## config.mk

```make
export PLATFORM = sky130hd
export DESIGN_NAME = spi_byte_master
export DESIGN_NICKNAME = d
export VERILOG_FILES = /design/src/rtl/spi_byte_master_pkg.sv /design/src/rtl/spi_clk_div.sv /design/src/rtl/spi_shift_fsm.sv /design/src/rtl/spi_byte_master.sv
export SDC_FILE = /design/constraint.sdc
export NUM_CORES = 1
export LEC_CHECK = 0
export BUFFER_PORTS_ARGS = -buffer_cell sky130_fd_sc_hd__buf_2
export CORE_ASPECT_RATIO = 1.1
export CORE_UTILIZATION = 45
export CTS_CLUSTER_DIAMETER = 80
export DETAILED_ROUTE_END_ITERATION = 8
export HOLD_SLACK_MARGIN = 0.12
export SYNTH_ARGS = -nofsm -noshare
export SYNTH_HDL_FRONTEND = slang
export SYNTH_SLANG_ARGS = --single-unit
```

## constraint.sdc

```tcl
create_clock -name clk -period 2.4 [get_ports clk]
set_input_delay 0.12 -clock clk [delete_from_list [all_inputs] [get_ports clk]]
set_output_delay 0.12 -clock clk [all_outputs]
set_load 0.01 [all_outputs]
```

## src/rtl/spi_byte_master_pkg.sv

```systemverilog
package spi_byte_master_pkg;

    localparam int unsigned BYTE_W    = 8;
    localparam int unsigned DIV_CNT_W = 7;

    typedef enum logic [1:0] {
        ST_IDLE,
        ST_HALF_A,
        ST_HALF_B,
        ST_FINISH
    } xfer_state_t;

    // half serial period in system cycles for each divisor code
    function automatic logic [DIV_CNT_W-1:0] half_cycles(input logic [1:0] sel);
        case (sel)
            2'd0:    half_cycles = DIV_CNT_W'(2);
            2'd1:    half_cycles = DIV_CNT_W'(8);
            2'd2:    half_cycles = DIV_CNT_W'(32);
            default: half_cycles = DIV_CNT_W'(64);
        endcase
    endfunction

endpackage

```

## src/rtl/spi_clk_div.sv

```systemverilog
module spi_clk_div
    import spi_byte_master_pkg::*;
#(
    parameter int unsigned CNT_W = DIV_CNT_W
) (
    input  logic       clk,
    input  logic       rst_n,
    input  logic       run,
    input  logic [1:0] sel,
    output logic       tick
);
    logic [CNT_W-1:0] cnt_q;
    logic [CNT_W-1:0] limit;

    assign limit = CNT_W'(half_cycles(sel)) - CNT_W'(1);
    assign tick  = run && (cnt_q == limit);

    always_ff @(posedge clk or negedge rst_n) begin
        if (!rst_n)
            cnt_q <= '0;
        else if (!run || tick)
            cnt_q <= '0;
        else
            cnt_q <= cnt_q + CNT_W'(1);
    end
endmodule

```

## src/rtl/spi_shift_fsm.sv

```systemverilog
module spi_shift_fsm
    import spi_byte_master_pkg::*;
#(
    parameter int unsigned WIDTH = BYTE_W
) (
    input  logic             clk,
    input  logic             rst_n,
    input  logic             start,
    input  logic [WIDTH-1:0] tx_byte,
    input  logic             cpol,
    input  logic             cpha,
    input  logic             lsb_first,
    input  logic             tick,
    input  logic             miso,
    output logic             sclk,
    output logic             mosi,
    output logic             busy,
    output logic             run,
    output logic             finish,
    output logic [WIDTH-1:0] rx_byte
);
    localparam int unsigned BIT_W = (WIDTH > 1) ? $clog2(WIDTH) : 1;

    xfer_state_t      state_q, state_d;
    logic [WIDTH-1:0] sh_q;
    logic [BIT_W-1:0] bit_q;
    logic             smp_q;
    logic             last_bit;

    assign last_bit = (bit_q == BIT_W'(WIDTH - 1));

    // state register
    always_ff @(posedge clk or negedge rst_n) begin
        if (!rst_n)
            state_q <= ST_IDLE;
        else
            state_q <= state_d;
    end

    // next state
    always_comb begin
        state_d = state_q;
        unique case (state_q)
            ST_IDLE:   if (start) state_d = ST_HALF_A;
            ST_HALF_A: if (tick)  state_d = ST_HALF_B;
            ST_HALF_B: if (tick)  state_d = last_bit ? ST_FINISH : ST_HALF_A;
            ST_FINISH: state_d = ST_IDLE;
        endcase
    end

    // outputs
    always_comb begin
        busy   = (state_q != ST_IDLE);
        run    = (state_q == ST_HALF_A) || (state_q == ST_HALF_B);
        finish = (state_q == ST_FINISH);
        sclk   = cpol ^ (cpha ? (state_q == ST_HALF_A) : (state_q == ST_HALF_B));
        mosi   = lsb_first ? sh_q[0] : sh_q[WIDTH-1];
    end

    // shifter datapath
    always_ff @(posedge clk or negedge rst_n) begin
        if (!rst_n) begin
            sh_q    <= '0;
            bit_q   <= '0;
            smp_q   <= 1'b0;
            rx_byte <= '0;
        end else begin
            unique case (state_q)
                ST_IDLE: if (start) begin
                    sh_q  <= tx_byte;
                    bit_q <= '0;
                end
                ST_HALF_A: if (tick) smp_q <= miso;
                ST_HALF_B: if (tick) begin
                    sh_q  <= lsb_first ? {smp_q, sh_q[WIDTH-1:1]} : {sh_q[WIDTH-2:0], smp_q};
                    bit_q <= bit_q + BIT_W'(1);
                end
                ST_FINISH: rx_byte <= sh_q;
            endcase
        end
    end
endmodule

```

## src/rtl/spi_byte_master.sv

```systemverilog
module spi_byte_master
    import spi_byte_master_pkg::*;
(
    input  logic       clk,
    input  logic       rst_n,
    input  logic       bus_wr,
    input  logic       bus_rd,
    input  logic [1:0] bus_addr,
    input  logic [7:0] bus_wdata,
    output logic [7:0] bus_rdata,
    output logic       irq,
    output logic       sclk,
    output logic       mosi,
    input  logic       miso,
    output logic       ss_n
);
    localparam logic [1:0] A_CTRL = 2'd0;
    localparam logic [1:0] A_STAT = 2'd1;
    localparam logic [1:0] A_DATA = 2'd2;

    logic [6:0]        ctrl_q;
    logic              done_flag, wcol_flag, stat_seen;
    logic              xfer_busy, xfer_run, xfer_finish, xfer_start, div_tick;
    logic [BYTE_W-1:0] rx_byte;
    logic              data_wr, data_acc, stat_rd;

    assign data_wr    = bus_wr && (bus_addr == A_DATA);
    assign data_acc   = (bus_wr || bus_rd) && (bus_addr == A_DATA);
    assign stat_rd    = bus_rd && (bus_addr == A_STAT);
    assign xfer_start = data_wr && !xfer_busy;

    always_ff @(posedge clk or negedge rst_n) begin
        if (!rst_n)
            ctrl_q <= 7'h40;
        else if (bus_wr && (bus_addr == A_CTRL))
            ctrl_q <= bus_wdata[6:0];
    end

    always_ff @(posedge clk or negedge rst_n) begin
        if (!rst_n) begin
            done_flag <= 1'b0;
            wcol_flag <= 1'b0;
            stat_seen <= 1'b0;
        end else begin
            if (data_acc && stat_seen) begin
                done_flag <= 1'b0;
                wcol_flag <= 1'b0;
                stat_seen <= 1'b0;
            end else if (stat_rd && (done_flag || wcol_flag)) begin
                stat_seen <= 1'b1;
            end
            if (xfer_finish)
                done_flag <= 1'b1;
            if (data_wr && xfer_busy)
                wcol_flag <= 1'b1;
        end
    end

    spi_clk_div u_div (
        .clk   (clk),
        .rst_n (rst_n),
        .run   (xfer_run),
        .sel   (ctrl_q[5:4]),
        .tick  (div_tick)
    );

    spi_shift_fsm #(.WIDTH(BYTE_W)) u_fsm (
        .clk       (clk),
        .rst_n     (rst_n),
        .start     (xfer_start),
        .tx_byte   (bus_wdata),
        .cpol      (ctrl_q[2]),
        .cpha      (ctrl_q[3]),
        .lsb_first (ctrl_q[1]),
        .tick      (div_tick),
        .miso      (miso),
        .sclk      (sclk),
        .mosi      (mosi),
        .busy      (xfer_busy),
        .run       (xfer_run),
        .finish    (xfer_finish),
        .rx_byte   (rx_byte)
    );

    assign irq  = done_flag && ctrl_q[0];
    assign ss_n = ctrl_q[6];

    always_comb begin
        unique case (bus_addr)
            A_CTRL:  bus_rdata = {1'b0, ctrl_q};
            A_STAT:  bus_rdata = {done_flag, wcol_flag, 5'b0, xfer_busy};
            A_DATA:  bus_rdata = rx_byte;
            default: bus_rdata = 8'h00;
        endcase
    end
endmodule

```

Word-level counts from Yosys, hierarchy flattened
Index checks and enable logic that the tools add are counted.

Register bits: 39. Input port bits: 15. Output and inout port bits: 12.

Add/subtract/negate cells: 3. Equal/unequal tests: 12. Mux-type cells: 22. Bitwise operators: 1. Reduce and logical (&&, ||, !) cells: 27.

Operators with widths (number): $mux W8 (3); $pmux W8 S3 (1); $pmux W7 S3 (1); $pmux W8 S2 (1); $logic_and A1 B1 Y1 (10); $reduce_bool A2 Y1 (5); $eq A2 B2 Y1 const B (4); $mux W2 (4); $pmux W2 S4 (1); $add A7 B1 Y7 const B (1); $eq A7 B7 Y1 (1); $mux W1 (7); $mux W7 (1); $sub A7 B1 Y7 const B (1); $eq A2 B1 Y1 const B (3); $logic_not A2 Y1 (3); $mux W3 (2); $pmux W3 S2 (1); $reduce_and A3 Y1 (2); $logic_or A1 B1 Y1 (4); $ne A2 B2 Y1 const B (2); $add A3 B1 Y3 const B (1); $eq A3 B3 Y1 const B (1); $logic_not A1 Y1 (2); other kinds (3) (3).

Depth between registers and ports, before layout
Gate-level depths: netlist (run 1).

Word-level depth: 7. Depth in mapped cells: 7. Gate-level depth less buffers: 6.

Cells and area by module
From an unflattened synthesis (run 1), not the netlist that was laid out.

Cells, all modules: 192. Area total of the unflattened synthesis: 2169.6 um2.

Modules (own cells, without submodules): spi_shift_fsm (times used 1, cells an instance 104, area an instance 1202.4 um2, seq. area each 550.5 um2); spi_byte_master (times used 1, cells an instance 50, area an instance 573.0 um2, seq. area each 251.5 um2); spi_clk_div (times used 1, cells an instance 38, area an instance 394.1 um2, seq. area each 175.2 um2).

Worst setup path before layout (run 1)
No wires, ideal clock.

Kind: flip-flop to flip-flop. Start: register u_div.cnt_q[2]. End: register u_fsm.bit_q[0]. Library setup time: 0.121 ns. Data arrival time: 1.764 ns. Setup slack: 0.515 ns. Stages on the path, launching flop included: 6. Buffers on the path: 0. Cells stage by stage: dfrtp_1 -> or4_1 -> o21ai_2 -> and4_4 -> mux2_2 -> a22o_1.

Longest elaborated chain between the ends: 4.

RTL lines: start, declared (RTL line spi_clk_div.sv:12) `logic [CNT_W-1:0] cnt_q;`; start signal, assigned (RTL line spi_clk_div.sv:24) `cnt_q <= cnt_q + CNT_W'(1);`; $eq A7 B7 Y1 (RTL line spi_clk_div.sv:16) `assign tick = run && (cnt_q == limit);`; $logic_and A1 B1 Y1 (RTL line spi_clk_div.sv:16); $ne A2 B2 Y1 (no source line); $reduce_and A3 Y1 (no source line); end signal, assigned (RTL line spi_shift_fsm.sv:76) `bit_q <= bit_q + BIT_W'(1);`; end, declared (RTL line spi_shift_fsm.sv:26) `logic [BIT_W-1:0] bit_q;`.

Every way passes these cells. A chain may end at the register's enable or synchronous reset.

Final worst setup path (run 1)
Same ends and word-level chain as after synthesis.

==> impl_metrics.prom, run 1 <==
# TYPE chip_impl_metric gauge
chip_impl_metric{name="finalMaxSlewViolations",unit=""} 0
chip_impl_metric{name="relative_slew_slack",unit="%"} 41.84
chip_impl_metric{name="cts_htree_levels",unit=""} 2
chip_impl_metric{name="yosys_warnings",unit=""} 0
chip_impl_metric{name="place_worst_setup_slack",unit="ns"} 0.3376
chip_impl_metric{name="peakVddDrop",unit="mV"} 0.4352
chip_impl_info{name="grt_setup_unrepaired",value="no"} 1
chip_impl_metric{name="average_detailed_routed_wire_length_per_instance",unit="microns"} 15.27
chip_impl_metric{name="worst_slack",unit="ns"} 0.3387
chip_impl_metric{name="synth-compound-area-share",unit="%"} 9.843
chip_impl_info{name="min-delay-start",value="bus_rd"} 1
chip_impl_metric{name="min_delay_path_depth",unit=""} 3
chip_impl_metric{name="die_height",unit="microns"} 74.47
chip_impl_metric{name="route.detailed.drc",unit=""} 0
chip_impl_metric{name="place.detailed.hpwl",unit="mm"} 3.136
chip_impl_metric{name="port-buffer-count",unit=""} 26
chip_impl_metric{name="clk-insertion-delay-late",unit="ns"} 0.30
chip_impl_metric{name="antenna_cells_inserted",unit=""} 0
chip_impl_info{name="main_combinational_cell_family_by_area_after_synthesis",value="multiplexers"} 1
chip_impl_metric{name="dieArea",unit="sq mm"} 0.005055
chip_impl_metric{name="worst_clock_skew",unit="ns"} 0.008210
chip_impl_metric{name="flow.area_growth_from_synthesis",unit="%"} 17.88
chip_impl_metric{name="synth_fa_ha_area_share",unit="%"} 4.077
chip_impl_metric{name="clk_pin_slew_worst_setup_hold_paths",unit="ns"} 0.08
chip_impl_metric{name="numCtsBuffers",unit=""} 5
chip_impl_info{name="cts_tree",value="built"} 1
chip_impl_metric{name="postSynthAreaPerCell",unit="sq um"} 10.53
chip_impl_metric{name="cts.sink_count",unit=""} 39
chip_impl_info{name="setup.worst_path.start_class",value="flop"} 1
chip_impl_metric{name="drt_wl_total",unit="mm"} 4.506
chip_impl_metric{name="vias",unit=""} 1639
chip_impl_info{name="biggest_area_contributors_in_the_synthesized_netlist",value="dfrtp_1, mux2i_1, mux2_2"} 1
chip_impl_info{name="status",value="completed"} 1
chip_impl_metric{name="synth_mux_area_share",unit="%"} 20.68
chip_impl_metric{name="largest_net_degree_at_the_start_of_global_routing",unit=""} 40
chip_impl_metric{name="drt_iter0_drc",unit=""} 55
chip_impl_info{name="hold-path-endpoint",value="stat_seen"} 1
chip_impl_metric{name="gate_count_after_technology_mapping",unit=""} 204
chip_impl_metric{name="min_period",unit="ns"} 2.061
chip_impl_metric{name="max_cap_violations",unit=""} 0
chip_impl_metric{name="worst-slew-pin-transition",unit="ns"} 0.8724
chip_impl_info{name="cts_root_buffer",value="clkbuf_8"} 1
chip_impl_metric{name="grt_usage",unit="%"} 19.77
chip_impl_metric{name="grt_first_pass_wirelength",unit="mm"} 7.272
chip_impl_metric{name="core-area",unit="sq mm"} 0.004619
chip_impl_metric{name="layout_worst_path_cycle_share",unit="%"} 85.89
chip_impl_metric{name="post_route_cells_drive_above_1_share",unit="%"} 25.10
chip_impl_metric{name="synth.distinct_cells",unit=""} 38
chip_impl_metric{name="cts_max_path_buffers",unit=""} 2
chip_impl_metric{name="power.leakage",unit="nW"} 1.141
chip_impl_metric{name="mappedNetlistArea",unit="sq mm"} 0.002148
chip_impl_metric{name="fmax",unit="GHz"} 0.4851
chip_impl_metric{name="vias_cell",unit=""} 5.556
chip_impl_info{name="mostFrequentLayoutCells",value="dfrtp_1, buf_2, nand2_1, mux2i_1, mux2_2"} 1
chip_impl_metric{name="worstPathMaxFanout",unit=""} 12
chip_impl_metric{name="worst_r2r_path_depth",unit=""} 5
chip_impl_metric{name="reg2reg_setup_slack",unit="ns"} 0.34
chip_impl_metric{name="synthesis.nets",unit=""} 226
chip_impl_info{name="critical_path.endpoint_type",value="flop"} 1
chip_impl_metric{name="num-fill-cells",unit=""} 409
chip_impl_info{name="layout.cells.most_common",value="dfrtp_1"} 1
chip_impl_info{name="r2r-start",value="u_div.cnt_q[2]"} 1
chip_impl_info{name="hold_path.class",value="input pin to flop"} 1
chip_impl_info{name="path_class",value="flop to flop"} 1
chip_impl_metric{name="via_count_of_the_first_global_routing_pass",unit=""} 1529
chip_impl_metric{name="pwr_density_cell",unit="mW/mm^2"} 1189
chip_impl_metric{name="register_area",unit="sq um"} 977.2
chip_impl_metric{name="setup_viol",unit=""} 0
chip_impl_metric{name="ios",unit=""} 27
chip_impl_metric{name="synth_simple_gate_area_share",unit="%"} 14.21
chip_impl_metric{name="initial_standard_cell_utilization_of_the_core",unit="%"} 46.51
chip_impl_metric{name="cts_repair_resize_count",unit=""} 0
chip_impl_metric{name="yosys.area_share.xor_xnor",unit="%"} 2.854
chip_impl_metric{name="multi_input_area",unit="sq mm"} 0.001110
chip_impl_metric{name="sequential_share_of_the_synthesized_area",unit="%"} 45.49
chip_impl_metric{name="synthDominantCellAreaShare",unit="%"} 44.26
chip_impl_metric{name="required",unit="ns"} 2.58
chip_impl_metric{name="place.gp.congestion",unit=""} 0.8473
chip_impl_info{name="synth.largest_area_cell",value="dfrtp_1"} 1
chip_impl_info{name="critPathLaunch",value="u_div.cnt_q[2]"} 1
chip_impl_metric{name="num-nets-final",unit=""} 260
chip_impl_metric{name="cp.arrival",unit="ns"} 2.25
chip_impl_metric{name="finalSetupTns",unit="ns"} 0
chip_impl_metric{name="ys_seq_elements",unit=""} 39
chip_impl_info{name="crit-reg2reg-capture",value="u_fsm.bit_q[0]"} 1
chip_impl_metric{name="rows",unit=""} 26
chip_impl_metric{name="grt_remaining_overflow",unit=""} 0
chip_impl_metric{name="hold_viol_final",unit=""} 0
chip_impl_metric{name="first_pass_iters",unit=""} 4
chip_impl_metric{name="post_detailed_route_count_of_antenna_violating_nets",unit=""} 0
chip_impl_metric{name="grt_antenna_before_repair",unit=""} 0
chip_impl_metric{name="die_w",unit="microns"} 67.88
cells in the mapped netlist:
cell type,number
xnor2_1,5
and4_4,1
a31o_2,1
xor2_1,2
and3_1,2
nand3_1,8
nor2b_1,3
a2bb2oi_1,3
o21ai_0,6
buf_12,1
nand4_1,3
and3b_1,1
dfrtp_1,38
o21ai_1,1
clkbuf_1,8
a21o_1,1
nand2b_1,1
nor3b_2,1
mux2_2,19
nor2_1,15
o22ai_1,8
a22o_1,1
or4_1,1
dfstp_2,1
o21ai_2,1
a211oi_1,1
or2_2,1
and2_1,1
inv_1,2
nand2_1,23
ha_1,7
o211ai_1,1
mux2i_1,23
buf_1,1
a21oi_1,9
a31oi_1,1
nand3b_1,1
nor4_1,1
worst max-delay path by stage:
stage	slack, ns	end	depth (start not counted)
after detailed placement	0.34	u_fsm.bit_q[0]	5
after global routing	0.22	u_fsm.sh_q[0]	6
final	0.34	u_fsm.bit_q[0]	5
after floorplan	0.52	u_fsm.bit_q[0]	5
after CTS	0.33	u_fsm.bit_q[0]	5
after global placement	0.36	u_fsm.bit_q[0]	5
critical path, cell delays in order, from the launching register on:
cell and delay (ns):
dfrtp_1 0.42, or4_1 0.55, o21ai_2 0.09, and4_4 0.36, mux2_2 0.35, a22o_1 0.17
stage by stage:
| step | instance area (sq um) | power [mW] | hold slack (ns) | utilization (%) | std cells |
|---|---|---|---|---|---|
| 2_1_floorplan | 2148 | 2.021 | -0.1756 | - | 204 |
| 3_3_place_gp | 2310 | 2.353 | 0.2845 | 50.00 | 278 |
| 3_5_place_dp | 2310 | 2.363 | 0.2808 | 50.00 | 278 |
| 4_1_cts | 2532 | 3.024 | 0.1332 | 54.82 | 295 |
| 5_1_grt | 2532 | 3.252 | 0.1606 | 54.82 | 295 |
| 6_report | 2532 | 3.010 | 0.1360 | 54.82 | 295 |
logic make-up (layout without fill, tap and decap cells):
kind of cell	Yosys count	count (layout)
AND/OR/NAND/NOR	63	63
multiplexers	42	42
flip-flops	39	39
AO/OA/AOI/OAI	34	34
buffers and inverters	12	47
adder cells (fa/ha/maj)	7	7
XOR/XNOR	7	7
per-layer routing:
| metal | vias up | global-route usage (%) | routed length [microns] |
|---|---|---|---|
| met5 | - | 0 | 0 |
| met3 | 8 | 4.601 | 143 |
| met2 | 29 | 31.24 | 2094 |
| li1 | 796 | - | - |
| met4 | 0 | 7.639 | 82 |
| met1 | 806 | 26.19 | 2186 |
flip-flops by register name (all words and copies together), names as in the netlist:
signal         cells
stat_seen          1
done_flag          1
u_fsm.smp_q        1
wcol_flag          1
ctrl_q             7
u_fsm.sh_q         8
u_fsm.bit_q        3
u_fsm.state_q      2
u_div.cnt_q        7
u_fsm.rx_byte      8
cell type report:
cell class,count,share of cell area (%)
clock buffers,6,2.866
repair buffers,37,9.289
flip-flops and latches,39,38.59
clock inverters,2,2.372
multi-input cells,153,43.82
well taps,56,2.767
inverters,2,0.2964
report_power, final:
group          internal, mW  switching [mW]  total, mW  leakage, nW
combinational         0.590           0.617       1.21        0.601
sequential            0.911           0.245       1.16        0.475
clock                 0.416           0.233      0.648       0.0654
total                  1.92            1.09       3.01         1.14
timing repair:
item,in CTS,in global routing
hold buffers,9,0
hold endpoints to repair,47,0
buffers inserted,0,0
(Power assumes the default switching activity.)
==> inputs of run 2 (changes only) <==
CELL_PAD_IN_SITES_DETAIL_PLACEMENT = 0   (was not set)
CELL_PAD_IN_SITES_GLOBAL_PLACEMENT = 1   (was not set)
PLACE_DENSITY_LB_ADDON = 0.1   (was not set)
==> run 2 against run 1 <==
  * Non-clock buffer count is the same
  * Cell area down 2.1%
  * Clock skew hardly changed
  * Global-route usage up 1.2 points
  * Cell count unchanged
  * Sequential share of layout area increased by 0.82 points
  * Routed wire length increased by 3.2%
  * Utilization down 1.1 points
  * Fmax decreased by 0.98%
  * Total power decreased by 7.4%
  * Setup slack got worse by 0.020 ns
  * First-iteration DRC count is 5.5% lower
==> impl_metrics.prom, run 2 (synthesized netlist as in run 1, its figures left out) <==
# TYPE chip_impl_metric gauge
chip_impl_info{name="status",value="completed"} 1
chip_impl_metric{name="route.detailed.drc",unit=""} 0
chip_impl_metric{name="ios",unit=""} 27
chip_impl_metric{name="worst_clock_skew",unit="ns"} 0.008002
chip_impl_metric{name="cp_num_buf_inv",unit=""} 0
chip_impl_metric{name="postLayoutCoreUtil",unit="%"} 53.68
chip_impl_metric{name="dieArea",unit="sq mm"} 0.005055
chip_impl_metric{name="clk_pin_slew_worst_setup_hold_paths",unit="ns"} 0.08
chip_impl_metric{name="place.gp.congestion",unit=""} 0.7899
chip_impl_metric{name="grt_first_pass_wirelength",unit="mm"} 7.665
chip_impl_metric{name="max_cap_violations",unit=""} 0
chip_impl_metric{name="switching_share",unit="%"} 38.74
chip_impl_metric{name="die_height",unit="microns"} 74.47
chip_impl_metric{name="numCtsBuffers",unit=""} 5
chip_impl_metric{name="average_detailed_routed_wire_length_per_instance",unit="microns"} 15.77
chip_impl_metric{name="power_frac_clock",unit="%"} 15.4
chip_impl_metric{name="via_count_of_the_first_global_routing_pass",unit=""} 1579
chip_impl_metric{name="largest_net_degree_at_the_start_of_global_routing",unit=""} 40
chip_impl_info{name="layout.cells.most_common",value="dfrtp_1"} 1
chip_impl_metric{name="cts.sink_count",unit=""} 39
chip_impl_info{name="hold_path.class",value="input pin to flop"} 1
chip_impl_metric{name="hold_viol_final",unit=""} 0
chip_impl_metric{name="relative_slew_slack",unit="%"} 40.81
chip_impl_metric{name="worst-slew-pin-transition",unit="ns"} 0.8879
chip_impl_metric{name="rows",unit=""} 26
chip_impl_metric{name="vias",unit=""} 1647
chip_impl_metric{name="required",unit="ns"} 2.58
chip_impl_metric{name="post_detailed_route_count_of_antenna_violating_nets",unit=""} 0
chip_impl_metric{name="num-nets-final",unit=""} 260
chip_impl_metric{name="die_w",unit="microns"} 67.88
chip_impl_info{name="setup.worst_path.start_class",value="flop"} 1
chip_impl_metric{name="timing.critical_path.slowest_cell_delay",unit="ns"} 0.55
chip_impl_metric{name="peakVddDrop",unit="mV"} 0.5166
chip_impl_metric{name="core-area",unit="sq mm"} 0.004619
chip_impl_info{name="reg.largest.list",value="u_fsm.rx_byte x8, u_fsm.sh_q x8"} 1
chip_impl_metric{name="fmax",unit="GHz"} 0.4804
chip_impl_metric{name="power.leakage",unit="nW"} 1.116
chip_impl_metric{name="p_comb_share",unit="%"} 43.3
chip_impl_metric{name="flow.area_growth_from_synthesis",unit="%"} 15.43
chip_impl_metric{name="port-buffer-count",unit=""} 26
chip_impl_info{name="cpLargestDelayFamily",value="simple AND/OR/NAND/NOR gates"} 1
chip_impl_metric{name="cellInternalPower",unit="mW"} 1.708
chip_impl_metric{name="place.detailed.hpwl",unit="mm"} 3.267
chip_impl_info{name="crit_path_top_delay_cell",value="or4_1"} 1
chip_impl_metric{name="first_pass_iters",unit=""} 4
chip_impl_metric{name="finalMaxSlewViolations",unit=""} 0
chip_impl_metric{name="cts_htree_levels",unit=""} 2
chip_impl_metric{name="cp.arrival",unit="ns"} 2.26
chip_impl_metric{name="vias_cell",unit=""} 5.583
chip_impl_info{name="critical_path.endpoint_type",value="flop"} 1
chip_impl_metric{name="drt_iter0_drc",unit=""} 52
chip_impl_metric{name="initial_standard_cell_utilization_of_the_core",unit="%"} 46.51
chip_impl_metric{name="worstPathMaxFanout",unit=""} 12
chip_impl_metric{name="clk-insertion-delay-late",unit="ns"} 0.29
chip_impl_metric{name="worst_slack",unit="ns"} 0.3183
chip_impl_metric{name="timing.hold.ws",unit="ns"} 0.1492
chip_impl_metric{name="grt_remaining_overflow",unit=""} 0
chip_impl_info{name="cts_root_buffer",value="clkbuf_8"} 1
chip_impl_metric{name="cts_max_path_buffers",unit=""} 2
chip_impl_metric{name="setup_viol",unit=""} 0
chip_impl_metric{name="p_seq_share",unit="%"} 41.3
chip_impl_metric{name="finalSetupTns",unit="ns"} 0
chip_impl_metric{name="layout_worst_path_cycle_share",unit="%"} 86.74
chip_impl_metric{name="pwr_density_cell",unit="mW/mm^2"} 1124
chip_impl_metric{name="antenna_cells_inserted",unit=""} 0
chip_impl_info{name="timing.critical_path.cells",value="or4_1, o21ai_2, and4_4, mux2_2, a22o_1"} 1
chip_impl_metric{name="min_period",unit="ns"} 2.082
chip_impl_info{name="cts_tree",value="built"} 1
chip_impl_metric{name="grt_usage",unit="%"} 20.98
chip_impl_metric{name="power.switching",unit="mW"} 1.080
chip_impl_metric{name="drt_wl_total",unit="mm"} 4.652
chip_impl_metric{name="post_route_cells_drive_above_1_share",unit="%"} 24.27
chip_impl_metric{name="cts_repair_resize_count",unit=""} 0
chip_impl_metric{name="grt_antenna_before_repair",unit=""} 0
chip_impl_info{name="mostFrequentLayoutCells",value="dfrtp_1, buf_2, nand2_1, mux2i_1, mux2_2"} 1
chip_impl_info{name="grt_setup_unrepaired",value="no"} 1
chip_impl_info{name="path_class",value="flop to flop"} 1
chip_impl_metric{name="place_worst_setup_slack",unit="ns"} 0.3260
-- run 2: final cells by class --
type	instances	area, sq um
Clock buffer	8	80.08
Fill cell	422	2140
Inverter	2	7.507
Multi-Input combinational cell	153	1110
Sequential cell	39	977.2
Tap cell	56	70.07
Timing Repair Buffer	37	235.2
-- run 2: per-stage QoR --
step                      cell area (sq um)  instances  power, mW
after floorplan                        2148        204      2.021
after global placement                 2310        278      2.328
after detailed placement               2310        278      2.368
after CTS                              2480        295      2.819
after global routing                   2480        295      3.027
final                                  2480        295      2.788
-- run 2: worst register-to-register path, cell delays in order, from the launching register on --
cell and delay, ns:
dfrtp_1 0.43, or4_1 0.55, o21ai_2 0.10, and4_4 0.37
mux2_2 0.36, a22o_1 0.18
-- run 2: layer usage --
layer / GRT usage [%] / up-vias / share of wire [%]
li1: - / 800 / -
met1: 28.36 / 809 / 49
met2: 33.55 / 33 / 47
met3: 4.601 / 5 / 3.2
met4: 6.250 / 0 / 1.0
met5: 0 / - / 0
-- run 2: final timing paths --
kind | end | from | cells past startpoint | slack, ns
setup / recovery | u_fsm.bit_q[0] | u_div.cnt_q[2] | 5 | 0.32
setup reg to reg | u_fsm.bit_q[0] | u_div.cnt_q[2] | 5 | 0.32
max in group asynchronous | u_fsm.rx_byte[1] | rst_n | 2 | 1.35
min in group asynchronous | stat_seen | rst_n | 2 | 0.49
hold reg to reg | u_div.cnt_q[0] | u_div.cnt_q[0] | 1 | 0.49
hold / removal | stat_seen | bus_rd | 3 | 0.15
-- run 2: power groups by stage --
| stage | Clock [mW] | Sequential, mW | Combinational [mW] |
|---|---|---|---|
| after floorplan | 0 | 1.08 | 0.943 |
| after global placement | 0 | 1.15 | 1.18 |
| after detailed placement | 0 | 1.17 | 1.20 |
| after CTS | 0.445 | 1.15 | 1.22 |
| after global routing | 0.475 | 1.19 | 1.36 |
| final | 0.428 | 1.15 | 1.21 |
-- run 2: what timing repair did --
| item | CTS | global route |
|---|---|---|
| hold buffers | 9 | 0 |
| setup buffers | 0 | 0 |
| hold endpoints to repair | 47 | 0 |
